$ cat src/rtl/ioc_pkg.sv
package ioc_pkg;
  localparam int unsigned SYNC_DEPTH = 2;

  // any set bit where a and b differ, restricted to sel
  function automatic logic masked_diff(input logic [63:0] a, input logic [63:0] b,
                                       input logic [63:0] sel);
    return |((a ^ b) & sel);
  endfunction
endpackage

$ cat src/rtl/ioc_sync.sv
module ioc_sync #(
  parameter int unsigned WIDTH = 6,
  parameter int unsigned DEPTH = ioc_pkg::SYNC_DEPTH
) (
  input  logic             clk_i,
  input  logic             rst_ni,
  input  logic [WIDTH-1:0] d_i,
  output logic [WIDTH-1:0] q_o
);
  logic [DEPTH-1:0] stage_q [WIDTH];

  for (genvar g = 0; g < WIDTH; g++) begin : g_bit
    always_ff @(posedge clk_i or negedge rst_ni) begin
      if (!rst_ni) stage_q[g] <= '0;
      else if (DEPTH > 1) stage_q[g] <= {stage_q[g][DEPTH-2:0], d_i[g]};
      else stage_q[g] <= d_i[g];
    end
    assign q_o[g] = stage_q[g][DEPTH-1];
  end
endmodule

$ cat src/rtl/ioc_ref_cmp.sv
module ioc_ref_cmp #(
  parameter int unsigned WIDTH = 6
) (
  input  logic             clk_i,
  input  logic             rst_ni,
  input  logic [WIDTH-1:0] level_i,
  input  logic [WIDTH-1:0] mask_i,
  input  logic             capture_i,
  output logic             diff_o
);
  logic [WIDTH-1:0] ref_q;

  always_ff @(posedge clk_i or negedge rst_ni) begin
    if (!rst_ni) ref_q <= '0;
    else if (capture_i) ref_q <= level_i;
  end

  assign diff_o = ioc_pkg::masked_diff(64'(level_i), 64'(ref_q), 64'(mask_i));
endmodule

$ cat src/rtl/ioc_flag.sv
module ioc_flag (
  input  logic clk_i,
  input  logic rst_ni,
  input  logic set_i,
  input  logic clr_i,
  output logic flag_o
);
  logic flag_q;

  // set dominates clear
  always_ff @(posedge clk_i or negedge rst_ni) begin
    if (!rst_ni) flag_q <= 1'b0;
    else flag_q <= set_i | (flag_q & ~clr_i);
  end

  assign flag_o = flag_q;
endmodule

$ cat src/rtl/ioc_detector.sv
module ioc_detector #(
  parameter int unsigned N_PINS = 6
) (
  input  logic              clk_i,
  input  logic              rst_ni,
  input  logic [N_PINS-1:0] pin_i,
  input  logic [N_PINS-1:0] analog_i,
  input  logic [N_PINS-1:0] mask_i,
  input  logic              port_rd_i,
  input  logic              flag_clr_i,
  input  logic              flag_en_i,
  output logic              flag_o,
  output logic              irq_o,
  output logic [N_PINS-1:0] rd_data_o
);
  logic [N_PINS-1:0] pin_sync;
  logic [N_PINS-1:0] dig_level;
  logic              diff;

  ioc_sync #(.WIDTH(N_PINS)) u_sync (
    .clk_i (clk_i),
    .rst_ni(rst_ni),
    .d_i   (pin_i),
    .q_o   (pin_sync)
  );

  assign dig_level = pin_sync & ~analog_i;

  ioc_ref_cmp #(.WIDTH(N_PINS)) u_cmp (
    .clk_i    (clk_i),
    .rst_ni   (rst_ni),
    .level_i  (dig_level),
    .mask_i   (mask_i),
    .capture_i(port_rd_i),
    .diff_o   (diff)
  );

  ioc_flag u_flag (
    .clk_i (clk_i),
    .rst_ni(rst_ni),
    .set_i (diff),
    .clr_i (flag_clr_i),
    .flag_o(flag_o)
  );

  assign irq_o     = flag_o & flag_en_i;
  assign rd_data_o = dig_level;
endmodule

$ cat config.mk
export PLATFORM = sky130hd
export DESIGN_NAME = ioc_detector
export DESIGN_NICKNAME = d
export VERILOG_FILES = /design/src/rtl/ioc_pkg.sv /design/src/rtl/ioc_sync.sv /design/src/rtl/ioc_ref_cmp.sv /design/src/rtl/ioc_flag.sv /design/src/rtl/ioc_detector.sv
export SDC_FILE = /design/constraint.sdc
export NUM_CORES = 1
export LEC_CHECK = 0
export ABC_AREA = 1
export BUFFER_PORTS_ARGS = -buffer_cell sky130_fd_sc_hd__buf_2
export CORE_MARGIN = 2
export CORE_UTILIZATION = 35
export DETAILED_ROUTE_END_ITERATION = 16
export HOLD_SLACK_MARGIN = 0.06
export SLEW_MARGIN = 10
export SYNTH_ARGS = -nofsm -noshare
export SYNTH_HDL_FRONTEND = slang
export SYNTH_HIERARCHICAL = 1
export SYNTH_SLANG_ARGS = --single-unit
export TNS_END_PERCENT = 30
$ cat constraint.sdc
create_clock -name clk_i -period 1.15 [get_ports clk_i]
set_input_delay 0.23 -clock clk_i [delete_from_list [all_inputs] [get_ports clk_i]]
set_output_delay 0.23 -clock clk_i [all_outputs]
set_load 0.05 [all_outputs]
==> results of run 1 <==
## flip-flops by register name, summed over array words and instances (netlist names)
register        count
u_cmp/ref_q         6
u_sync/stage_q      6
u_flag/flag_o       1
u_sync/q_o          6
## what timing repair did
item	CTS	global route
gates resized for setup	20	12
pin swaps	7	14
hold buffers	7	0
setup endpoints to repair	8	8
hold endpoints to repair	25	0
gates cloned	0	0
setup buffers	6	0
## placed cells by master (no fill, tap or decap), drive strengths merged
| cell type | instances |
|---|---|
| buf | 36 |
| clkbuf | 4 |
| dfrtp | 19 |
| dlygate4sd3 | 7 |
| inv | 14 |
| mux2 | 4 |
| nand2 | 18 |
| nand3 | 3 |
| nor2 | 16 |
| o21ai | 2 |
## final timing paths
kind,start,end,slack [ns],depth (start not counted)
min in group asynchronous,rst_ni,u_sync/q_o[3],0.39,2
worst min register to register,u_sync/stage_q[2],u_sync/q_o[4],0.36,0
max in group asynchronous,rst_ni,u_cmp/ref_q[5],0.47,2
worst min-delay path,flag_clr_i,u_flag/flag_o,0.17,4
worst max-delay path,u_sync/q_o[2],rd_data_o[2],-0.02,3
worst max register to register,u_sync/q_o[2],u_flag/flag_o,0.02,10
## layout make-up
type	instances	area [um^2]
clock buffer	4	26.3
fill	213	1020
inverter	14	52.6
multi-input combinational	43	280
sequential	19	475
tap	28	35.0
timing repair buffer	43	327
## power by group through the flow
stage	registers (mW)	clock network, mW	logic [mW]
floorplan	0.753	0	0.168
global placement	0.743	0	0.243
detailed placement	0.744	0	0.246
CTS	0.732	0.332	0.305
global route	0.740	0.362	0.347
finish	0.734	0.320	0.317
## layer usage
metal / share of wire, % / vias up / global-route usage, %
met1: 41 / 287 / 12.8
met2: 53 / 17 / 20.7
met5: 0 / - / 0
met4: 0.46 / 0 / 5.13
li1: - / 318 / -
met3: 6.2 / 2 / 2.30
## per-stage QoR
step | util (%) | hold WS, ns | setup TNS, ns | total power [mW]
after floorplan | - | -0.0656 | -0.241 | 0.922
after global placement | 43.9 | 0.188 | 0 | 0.986
after detailed placement | 43.9 | 0.184 | 0 | 0.990
after CTS | 52.5 | 0.161 | -0.211 | 1.37
after global routing | 54.1 | 0.194 | -0.534 | 1.45
final | 54.1 | 0.174 | -0.0752 | 1.37
## worst max-delay path: stages (launching register included)
cell and delay, ns:
dfrtp_1 0.35, inv_2 0.04, nor2_4 0.09, buf_6 0.17
## logic make-up after synthesis
family	after synthesis
AND/OR/NAND/NOR	37
flip-flops	19
multiplexers	4
AO/OA/AOI/OAI	2
buffers and inverters	21
==> impl_metrics.env, run 1 <==
export IMPL_clkLatencyLatePin_ns=0.28
export IMPL_antenna_found_initial=0
export IMPL_synth_xor_area_share_pct=0
export IMPL_irDropWorstVdd_mv=0.784
export IMPL_diodes=0
export IMPL_core_um2=2210
export IMPL_synth_compound_gate_area_share_pct=1.23
export IMPL_synth_edff_count=0
export IMPL_netlist_area_um2=812
export IMPL_synth_top_area_cell="dfrtp_1"
export IMPL_totalWireLength_um=1300
export IMPL_yosysMostFrequentCell="dfrtp_1"
export IMPL_grt_pass1_vias=630
export IMPL_required_ns=0.92
export IMPL_power_density_nw_per_um2=1150
export IMPL_synth_top_family_by_area="simple AND/OR/NAND/NOR gates"
export IMPL_place_hpwl_um=934
export IMPL_nNetsFinal=147
export IMPL_switchingPower_mw=0.379
export IMPL_dr_first_iter_drc_count=4
export IMPL_synthMuxAreaShare_pct=7.40
export IMPL_p_leak_nw=0.621
export IMPL_worst_setup_path_type="register to output port"
export IMPL_die_w_um=52.2
export IMPL_place_inst=134
export IMPL_pwr_share_comb_pct=23.1
export IMPL_grt_pass1_wl_um=2330
export IMPL_yosys_warnings=6
export IMPL_drc_errors=0
export IMPL_cts_htree_levels=1
export IMPL_dpl_cell_area_um2=971
export IMPL_via_per_inst=4.13
export IMPL_dr_pass1_iters=4
export IMPL_slew_headroom_pct=72.8
export IMPL_start_kind="register"
export IMPL_syn_inst=83
export IMPL_endpoint_kind="output port"
export IMPL_rsz0062_at_grt="yes"
export IMPL_dieArea_um2=2720
export IMPL_synth_simple_gate_area_share_pct=19.4
export IMPL_worstPathArrival_ns=0.94
export IMPL_initial_core_util_pct=36.7
export IMPL_worst_slack_ns=-0.0195
export IMPL_p_int_mw=0.993
export IMPL_fmax_mhz=855
export IMPL_synth_top_cell_area_share_pct=58.6
export IMPL_final_cells=151
export IMPL_synth_fa_ha_area_share_pct=0
export IMPL_dp_slack_ns=0.124
export IMPL_ioPinCount=31
export IMPL_port_buffers=30
export IMPL_pwr_share_clk_pct=23.4
export IMPL_yosys_register_bits=19
export IMPL_num_vias=624
export IMPL_hold_class="primary input to register"
export IMPL_yosys_top_cells_area="dfrtp_1, nand2_1, mux2_4, inv_1, buf_4"
export IMPL_p_seq_share_pct=53.5
export IMPL_cts_tree="done"
export IMPL_drv_slew=0
export IMPL_syn_nets=106
export IMPL_clk_pin_slew_ns=0.10
export IMPL_fin_crit_ns=1.17
export IMPL_avgRoutedWirePerCell_um=8.64
export IMPL_fin_skew_ns=0.00312
export IMPL_area_growth_pct=47.3
export IMPL_numCtsBuffers=3
export IMPL_crit_fanout=2
export IMPL_ys_seq_area_share_pct=58.6
export IMPL_cts_path_max_buffers=2
export IMPL_track_usage_pct=11.4
export IMPL_syn_area_per_cell_um2=9.78
export IMPL_finalInstanceArea_um2=1200
export IMPL_drive_gt1_share_pct=52.0
export IMPL_cts_sinks=19
export IMPL_setup_viol=6
export IMPL_gp_congestion=0.663
export IMPL_grt_remaining_overflow=0
export IMPL_ys_types=10
export IMPL_yosys_top_cells_count="dfrtp_1, nand2_1, inv_1"
export IMPL_root_buffer="clkbuf_4"
export IMPL_synth_ff_type="dfrtp_1"
export IMPL_worstMarginPinSlew_ns=0.409
export IMPL_fin_crit_sh_pct=102
export IMPL_maxCapViolations=0
export IMPL_switching_share_pct=27.6
export IMPL_row_count=17
export IMPL_die_h_um=52.2
export IMPL_grt_start_max_net_pins=20
export IMPL_status="finished with violations"
export IMPL_hold_viol=0
export IMPL_synthArstFlopShare_pct=100
export IMPL_violations="negative setup slack"
export IMPL_ant_nets=0
No activity file was read; power rests on OpenSTA's default activity.
==> inputs of run 2 (changes only) <==
--- a/config.mk
+++ b/config.mk
@@ -6,10 +6,11 @@
 export NUM_CORES = 1
 export LEC_CHECK = 0
 export ABC_AREA = 1
-export BUFFER_PORTS_ARGS = -buffer_cell sky130_fd_sc_hd__buf_2
+export CAP_MARGIN = 40
 export CORE_MARGIN = 2
 export CORE_UTILIZATION = 35
 export DETAILED_ROUTE_END_ITERATION = 16
+export DONT_BUFFER_PORTS = 1
 export HOLD_SLACK_MARGIN = 0.06
 export SLEW_MARGIN = 10
 export SYNTH_ARGS = -nofsm -noshare
==> impl_metrics.env, run 2 (synthesis gave the netlist of run 1 again) <==
export IMPL_grt_remaining_overflow=0
export IMPL_ant_nets=0
export IMPL_clk_pin_slew_ns=0.10
export IMPL_dp_slack_ns=0.127
export IMPL_dr_first_iter_drc_count=7
export IMPL_rsz0062_at_grt="yes"
export IMPL_finish_utilization_pct=48.9
export IMPL_area_growth_pct=33.3
export IMPL_ioPinCount=31
export IMPL_root_buffer="clkbuf_4"
export IMPL_mostFrequentLayoutCells="dfrtp_1, nand2_1, nor2_1"
export IMPL_clkLatencyLatePin_ns=0.29
export IMPL_nNetsFinal=125
export IMPL_status="finished with violations"
export IMPL_track_usage_pct=10.8
export IMPL_fin_skew_ns=0.00252
export IMPL_gp_congestion=0.682
export IMPL_worstMarginPinSlew_ns=0.810
export IMPL_endpoint_kind="output port"
export IMPL_via_per_inst=4.17
export IMPL_port_buffers=0
export IMPL_dr_pass1_iters=4
export IMPL_place_hpwl_um=913
export IMPL_p_seq_share_pct=55.2
export IMPL_fmax_mhz=847
export IMPL_switchingPower_mw=0.359
export IMPL_dieArea_um2=2720
export IMPL_die_w_um=52.2
export IMPL_row_count=17
export IMPL_cts_path_max_buffers=2
export IMPL_pwr_share_clk_pct=24.1
export IMPL_totalWireLength_um=1270
export IMPL_cts_sinks=19
export IMPL_p_leak_nw=0.545
export IMPL_grt_pass1_vias=525
export IMPL_avgRoutedWirePerCell_um=9.81
export IMPL_num_fill_cells=203
export IMPL_cts_tree="done"
export IMPL_initial_core_util_pct=36.7
export IMPL_grt_pass1_wl_um=2150
export IMPL_crit_fanout=4
export IMPL_core_um2=2210
export IMPL_final_common_cell="dfrtp_1"
export IMPL_worst_setup_path_type="register to output port"
export IMPL_die_h_um=52.2
export IMPL_worstPathArrival_ns=0.95
export IMPL_numCtsBuffers=3
export IMPL_required_ns=0.92
export IMPL_drv_slew=0
export IMPL_hold_viol=0
export IMPL_num_vias=538
export IMPL_fin_crit_ns=1.18
export IMPL_worst_slack_ns=-0.0306
export IMPL_start_kind="register"
export IMPL_antenna_found_initial=0
export IMPL_cts_htree_levels=1
export IMPL_switching_share_pct=27.0
export IMPL_p_int_mw=0.968
export IMPL_drc_errors=0
export IMPL_slew_headroom_pct=46.0
export IMPL_diodes=0
export IMPL_violations="negative setup slack"
export IMPL_grt_start_max_net_pins=20
export IMPL_drive_gt1_share_pct=33.7
export IMPL_hold_class="primary input to register"
export IMPL_power_density_nw_per_um2=1230
export IMPL_irDropWorstVdd_mv=0.795
export IMPL_fin_crit_sh_pct=103
export IMPL_setup_viol=7
export IMPL_pwr_share_comb_pct=20.8
export IMPL_maxCapViolations=0
==> run 2: area by class of cell <==
type	count	area, um^2	share of cell area, %
Tap cell	28	35.0	3.24
Clock buffer	3	22.5	2.08
Sequential cell	19	475	43.9
Timing Repair Buffer	21	234	21.6
Inverter	14	52.6	4.86
Multi-Input combinational cell	43	258	23.8
Clock inverter	1	5.00	0.462
==> run 2: power groups by stage <==
stage / registers (mW) / logic (mW) / clock network, mW
after global placement: 0.742 / 0.208 / 0
after floorplan: 0.753 / 0.168 / 0
final: 0.732 / 0.275 / 0.320
after detailed placement: 0.744 / 0.210 / 0
after global routing: 0.738 / 0.299 / 0.366
after CTS: 0.732 / 0.271 / 0.342
==> run 2: critical path, stage by stage (launching register included) <==
cell	delay (ns)
dfrtp_1	0.35
inv_2	0.04
nor2_4	0.11
buf_8	0.16
==> run 2: path summary, 6_finish.rpt <==
| path | startpoint | end | slack (ns) | depth (start not counted) |
|---|---|---|---|---|
| setup reg to reg | u_sync/q_o[0] | u_flag/flag_o | 0.04 | 10 |
| setup / recovery | u_sync/q_o[4] | rd_data_o[4] | -0.03 | 3 |
| hold reg to reg | u_sync/stage_q[6] | u_sync/q_o[2] | 0.36 | 0 |
| max in group asynchronous | rst_ni | u_cmp/ref_q[1] | 0.56 | 1 |
| min in group asynchronous | rst_ni | u_sync/stage_q[10] | 0.09 | 1 |
| hold / removal | flag_clr_i | u_flag/flag_o | 0.08 | 3 |
==> run 2: timing repair <==
item | in CTS | in global routing
pin swaps | 6 | 3
hold buffers | 8 | 0
buffers inserted | 5 | 0
endpoints found under the setup margin | 7 | 27
hold endpoints to repair | 27 | 0
resized for setup | 12 | 5
==> run 2: per-layer routing <==
layer,vias to the layer above,track usage [%],share of wire [%]
met5,-,0,0
met4,0,5.13,0.95
met3,2,2.59,6.6
met2,17,17.9,50
met1,245,13.1,43
li1,274,-,-
==> run 2: per-stage QoR <==
step	power, mW	cell area (um^2)	hold WS (ns)	TNS (ns)	instances
finish	1.33	1080	0.0771	-0.0913	129
floorplan	0.922	842	-0.0656	-0.241	83
global route	1.40	1080	0.0771	-0.582	129
CTS	1.34	1060	0.0706	-0.267	129
global placement	0.951	893	-0.0651	0	112
detailed placement	0.955	893	-0.0651	0	112
